$ cat config.mk
export PLATFORM = sky130hd
export DESIGN_NAME = sel_scan_top
export DESIGN_NICKNAME = d
export VERILOG_FILES = /design/src/rtl/sel_pkg.sv /design/src/rtl/sel_pred_eval.sv /design/src/rtl/sel_lane_ctr.sv /design/src/rtl/sel_scan_top.sv
export SDC_FILE = /design/constraint.sdc
export NUM_CORES = 1
export LEC_CHECK = 0
export CORE_UTILIZATION = 35
export CTS_BUF_LIST = sky130_fd_sc_hd__clkbuf_4
export CTS_CLUSTER_SIZE = 8
export DETAILED_ROUTE_END_ITERATION = 12
export REMOVE_ABC_BUFFERS = 1
export SETUP_SLACK_MARGIN = 0.2
export SLEW_MARGIN = 0
export SYNTH_ARGS = -nofsm -noshare
export SYNTH_HDL_FRONTEND = slang
export SYNTH_HIERARCHICAL = 1
export SYNTH_SLANG_ARGS = --single-unit
$ cat constraint.sdc
create_clock -name clk -period 3.8 [get_ports clk]
set_input_delay 0.57 -clock clk [delete_from_list [all_inputs] [get_ports clk]]
set_output_delay 0.57 -clock clk [all_outputs]
set_load 0.05 [all_outputs]
$ cat src/rtl/sel_pkg.sv
package sel_pkg;
  typedef enum logic {LANE_LO = 1'b0, LANE_HI = 1'b1} lane_e;

  // lane choice for a tuple: upper lane only in dual mode at or above split
  function automatic lane_e pick_lane(input logic dual, input logic at_or_above);
    return (dual && at_or_above) ? LANE_HI : LANE_LO;
  endfunction
endpackage

$ cat src/rtl/sel_pred_eval.sv
module sel_pred_eval #(
  parameter int NPRED = 2,
  parameter int FW    = 8
) (
  input  logic [NPRED*FW-1:0] fields,
  input  logic [NPRED*FW-1:0] thr,
  input  logic [NPRED-1:0]    en,
  output logic [NPRED-1:0]    term,
  output logic                hit
);
  function automatic logic term_ok(input logic [FW-1:0] f, input logic [FW-1:0] t,
                                   input logic e);
    return ~e | (f < t);
  endfunction

  for (genvar i = 0; i < NPRED; i++) begin : g_term
    assign term[i] = term_ok(fields[i*FW +: FW], thr[i*FW +: FW], en[i]);
  end

  // every term is always computed; plain AND, no early exit
  assign hit = &term;
endmodule

$ cat src/rtl/sel_lane_ctr.sv
module sel_lane_ctr #(
  parameter int AW = 6,
  parameter int CW = 16
) (
  input  logic          clk,
  input  logic          rst_n,
  input  logic          step,
  input  logic          hit,
  input  logic          clear,
  output logic [AW-1:0] ptr,
  output logic [CW-1:0] cnt
);
  always_ff @(posedge clk) begin
    if (!rst_n || clear) begin
      ptr <= '0;
      cnt <= '0;
    end else if (step) begin
      ptr <= ptr + AW'(hit);
      cnt <= cnt + CW'(hit);
    end
  end
endmodule

$ cat src/rtl/sel_scan_top.sv
module sel_scan_top
  import sel_pkg::*;
#(
  parameter int NPRED = 2,
  parameter int FW    = 8,
  parameter int IW    = 8,
  parameter int AW    = 6,
  parameter int CW    = 16
) (
  input  logic                clk,
  input  logic                rst_n,
  input  logic                dual_mode,
  input  logic [IW-1:0]       split_idx,
  input  logic [NPRED-1:0]    pred_en,
  input  logic [NPRED*FW-1:0] thr_vec,
  input  logic                in_valid,
  output logic                in_ready,
  input  logic [IW-1:0]       in_idx,
  input  logic [NPRED*FW-1:0] in_fields,
  input  logic                in_last,
  output logic                wr_en,
  output logic [AW-1:0]       wr_addr,
  output logic [IW-1:0]       wr_data,
  output logic [CW-1:0]       match_cnt,
  output logic                done,
  output logic [CW-1:0]       done_cnt
);
  localparam int NLANE = 2;
  localparam logic [AW-1:0] HI_BASE = AW'(1 << (AW - 1));

  logic [NPRED-1:0] term;
  logic             eval_hit;
  logic             accept;
  logic             rdy_q;

  // one-cycle stage holding the accepted tuple
  logic          s1_valid;
  logic [IW-1:0] s1_idx;
  logic          s1_hit;
  lane_e         s1_lane;
  logic          s1_last;

  logic [AW-1:0] lptr [NLANE];
  logic [CW-1:0] lcnt [NLANE];
  logic          scan_end;
  logic [CW-1:0] final_sum;

  sel_pred_eval #(.NPRED(NPRED), .FW(FW)) u_eval (
    .fields (in_fields),
    .thr    (thr_vec),
    .en     (pred_en),
    .term   (term),
    .hit    (eval_hit)
  );

  assign in_ready = rdy_q;
  assign accept   = in_valid & rdy_q;

  always_ff @(posedge clk) begin
    if (!rst_n) begin
      rdy_q    <= 1'b0;
      s1_valid <= 1'b0;
      s1_idx   <= '0;
      s1_hit   <= 1'b0;
      s1_lane  <= LANE_LO;
      s1_last  <= 1'b0;
    end else begin
      rdy_q    <= 1'b1;
      s1_valid <= accept;
      s1_last  <= accept & in_last;
      if (accept) begin
        s1_idx  <= in_idx;
        s1_hit  <= eval_hit;
        s1_lane <= pick_lane(dual_mode, in_idx >= split_idx);
      end
    end
  end

  assign scan_end = s1_valid & s1_last;

  for (genvar l = 0; l < NLANE; l++) begin : g_lane
    sel_lane_ctr #(.AW(AW), .CW(CW)) u_ctr (
      .clk   (clk),
      .rst_n (rst_n),
      .step  (s1_valid && (s1_lane == lane_e'(l))),
      .hit   (s1_hit),
      .clear (scan_end),
      .ptr   (lptr[l]),
      .cnt   (lcnt[l])
    );
  end

  // unconditional write of every staged tuple
  assign wr_en     = s1_valid;
  assign wr_data   = s1_idx;
  assign wr_addr   = (s1_lane == LANE_HI) ? HI_BASE + lptr[1] : lptr[0];
  assign match_cnt = lcnt[0] + lcnt[1];
  assign final_sum = match_cnt + CW'(s1_hit);

  always_ff @(posedge clk) begin
    if (!rst_n) begin
      done     <= 1'b0;
      done_cnt <= '0;
    end else begin
      done <= scan_end;
      if (scan_end) done_cnt <= final_sum;
    end
  end
endmodule

==> results_dict.tcl <==
set metrics [dict create \
    synth-edff-count 0 \
    drive_gt1_share_pct 10.3 \
    ys_ff_latch 74 \
    async_flop_share_pct 0 \
    slowest_delay_ns 0.56 \
    path_cells "ha_1 -> a21oi_2 -> a21oi_1 -> o2111ai_1 -> nand3b_1 -> xor2_2 -> dlygate4sd2_1" \
    required_ns 3.23 \
    syn_inst 563 \
    power.switching_w 0.000379 \
    htree_levels 3 \
    fin_ws_ns 0.369 \
    cpMaxStageDelayCell "dlygate4sd2_1" \
    vias_per_cell 4.98 \
    hold_path.class "register to register" \
    hold_depth 2 \
    fin_tns_setup_ns 0 \
    yosys_warnings 6 \
    cts_buffers 9 \
    portBuffers 103 \
    avgSynthCellArea_um2 8.47 \
    seqCellArea_mm2 0.00149 \
    fillCellCount 1323 \
    p_per_area_mw_per_mm2 238 \
    num_io_pins 104 \
    coreArea_mm2 0.0132 \
    synth_common_cells "74 x dfxtp_1, 54 x nand2_1, 54 x nor2_1, 49 x ha_1, 41 x inv_1" \
    remaining_drc_errors 0 \
    crit_family "compound AO/OA/AOI/OAI gates" \
    place.gp.congestion 0.833 \
    synth_flop_cell "dfxtp_1" \
    synth_area_leader_cell "dfxtp_1" \
    drv_slew 0 \
    finalCritPeriodShare_pct 90.3 \
    switching_share_pct 25.9 \
    overflow 0 \
    fin_worst_skew_ns 0.0118 \
    reg2reg_depth 11 \
    critPathMaxFanout 7 \
    status "completed" \
    die-area_mm2 0.0141 \
    die_h_um 119 \
    drtIter0Drc 175 \
    antenna_found_initial 0 \
    syn_area_mm2 0.00477 \
    yosys-top-cells-area "dfxtp_1 31%, ha_1 13%, xor2_1 4.4%" \
    cts_buffer_depth 2 \
    pwr-share-comb_pct 12.6 \
    cp.arrival_ns 2.86 \
    criticalPathCategory "register to primary output" \
    track_usage_pct 16.5 \
    relSlewSlack_pct 41.6 \
    diodes 0 \
    clkPwrFrac_pct 33.2 \
    dp_hpwl_mm 9.11 \
    worst_slew_pin_slew_ns 0.876 \
    path_clk_slew_ns 0.12 \
    ir_drop_mv 0.104 \
    cp.depth 7 \
    start_util_pct 36.0 \
    clock.fmax_mhz 291 \
    cts_hold_buf 0 \
    grt_pass1_vias 4089 \
    cts-root-buf "clkbuf_4" \
    period_needed_ns 3.43 \
    ant_nets 0 \
    dpl-instance-area_mm2 0.00600 \
    area_delta_synth_final_pct 28.4 \
    cts_tree "yes" \
    avgRoutedWirePerCell_um 13.5 \
    synth_top_area_share_pct 31.1 \
    seq_area_frac_synth_pct 31.1 \
    setup-violations-final 0 \
    worst-path-buf-inv 1 \
    fin_nets 773 \
    grt_max_degree 30 \
    final_cell_area_mm2 0.00612 \
    cp-start-kind "register" \
    p_seq_share_pct 54.1 \
    yosysMostFrequentCell "dfxtp_1" \
    grt_pass1_wl_mm 18.9 \
    cap_violations 0 \
    wl_mm 11.5 \
    fp.dieW_um 119 \
    rsz0062_at_grt "no" \
    intPower_w 0.00108 \
    finalHoldViolCount 0 \
    vias 4231 \
    cts_sinks 74 \
    cp-end-kind "primary output" \
    clk_latency_ns 0.43 \
    power.leakage_nw 2.49 \
    dr.pass1.iters 4 \
    postCtsSetupBuffers 0 \
    row_count 42 \
    synth.distinct_cells 60 \
    multiInputGateArea_mm2 0.00309 \
    pre_cts_ws_ns 0.372 \
]
==> per-stage QoR <==
stage / cells / hold slack [ns] / power [W] / util (%)
after floorplan: 550 / 0.458 / 0.000899 / -
after global placement: 833 / 0.445 / 0.000989 / 45.3
after detailed placement: 833 / 0.448 / 0.000994 / 45.3
after CTS: 849 / 0.466 / 0.00148 / 46.2
after global routing: 849 / 0.488 / 0.00153 / 46.2
final: 849 / 0.460 / 0.00146 / 46.2
==> worst reg2reg max path: stages, from the launching register on <==
cell and delay [ns]:
dfxtp_2 0.38, ha_1 0.21, inv_1 0.07, fa_1 0.40, and2b_2 0.24, o22a_2 0.18
xor2_2 0.25, nand4_1 0.21, nor2_1 0.21, nand4_1 0.20, o311ai_0 0.40, o211ai_1 0.14
==> sequential cells by signal (all words and copies together) (netlist names) <==
signal            flops
wr_en                 1
in_ready              1
s1_hit                1
s1_last               1
g_lane.u_ctr/cnt     32
wr_data               8
done                  1
s1_lane               1
done_cnt             16
g_lane.u_ctr/ptr     12
==> path summary, 6_finish.rpt <==
path                     startpoint             to  slack [ns]
max          g_lane[1].u_ctr/cnt[2]  match_cnt[11]        0.37
min                      wr_data[0]     wr_data[0]        0.46
max reg2reg  g_lane[0].u_ctr/cnt[0]   done_cnt[15]        0.81
min reg2reg              wr_data[0]     wr_data[0]        0.46
==> timing repair <==
action,4_1_cts,5_1_grt
gates resized for setup,13,9
setup endpoints to repair,9,7
pin swaps,0,1
cloned,0,0
==> placed cells by master (no fill, tap or decap), types with 5 or more instances in the layout <==
cell	count
a21o_1	8
xnor2_1	16
nor2_1	54
buf_4	6
inv_1	41
clkbuf_4	10
ha_1	49
or3_1	16
o21ai_1	5
o21ai_0	20
mux2_2	5
a21oi_2	5
mux2i_1	10
xor2_1	24
nor3_1	9
dfxtp_1	70
a21oi_1	31
clkdlybuf4s50_1	92
nand4_1	20
nand2_1	54
nand3_1	17
and3_1	7
a211oi_1	10
and2_1	7
dlygate4sd2_1	5
==> kinds of logic (layout without fill, tap and decap cells) <==
logic type      Yosys count  in the layout  synth area share, %
simple gates            217            217                 23.7
compound gates          104            104                 14.7
flops                    74             74                 31.1
buf+inv                  56            166                 4.41
fa+ha+maj                50             50                 13.3
xor+xnor                 47             47                 9.58
mux                      15             15                 3.28
==> final cells by class <==
cell class | count | share of cell area (%)
sequential | 74 | 24.3
clock inverter | 6 | 0.940
inverter | 43 | 2.64
clock buffer | 10 | 1.23
multi-input combinational | 433 | 50.4
tap | 176 | 3.60
timing repair buffer | 107 | 16.9
==> power by group through the flow <==
stage	Clock, W	Sequential, W	Combinational (W)
after floorplan	0	0.000826	0.0000725
after global routing	0.000536	0.000792	0.000203
final	0.000485	0.000790	0.000184
after CTS	0.000503	0.000791	0.000187
after global placement	0	0.000808	0.000181
after detailed placement	0	0.000808	0.000186
==> per-layer routing <==
| layer | vias up | GRT usage [%] | share of wire, % |
|---|---|---|---|
| met5 | - | 0 | 0 |
| met4 | 0 | 6.49 | 1.6 |
| met3 | 11 | 2.85 | 3.2 |
| met2 | 76 | 27.1 | 47 |
| met1 | 1952 | 21.3 | 48 |
| li1 | 2192 | - | - |
No activity file was read; power rests on OpenSTA's default activity.
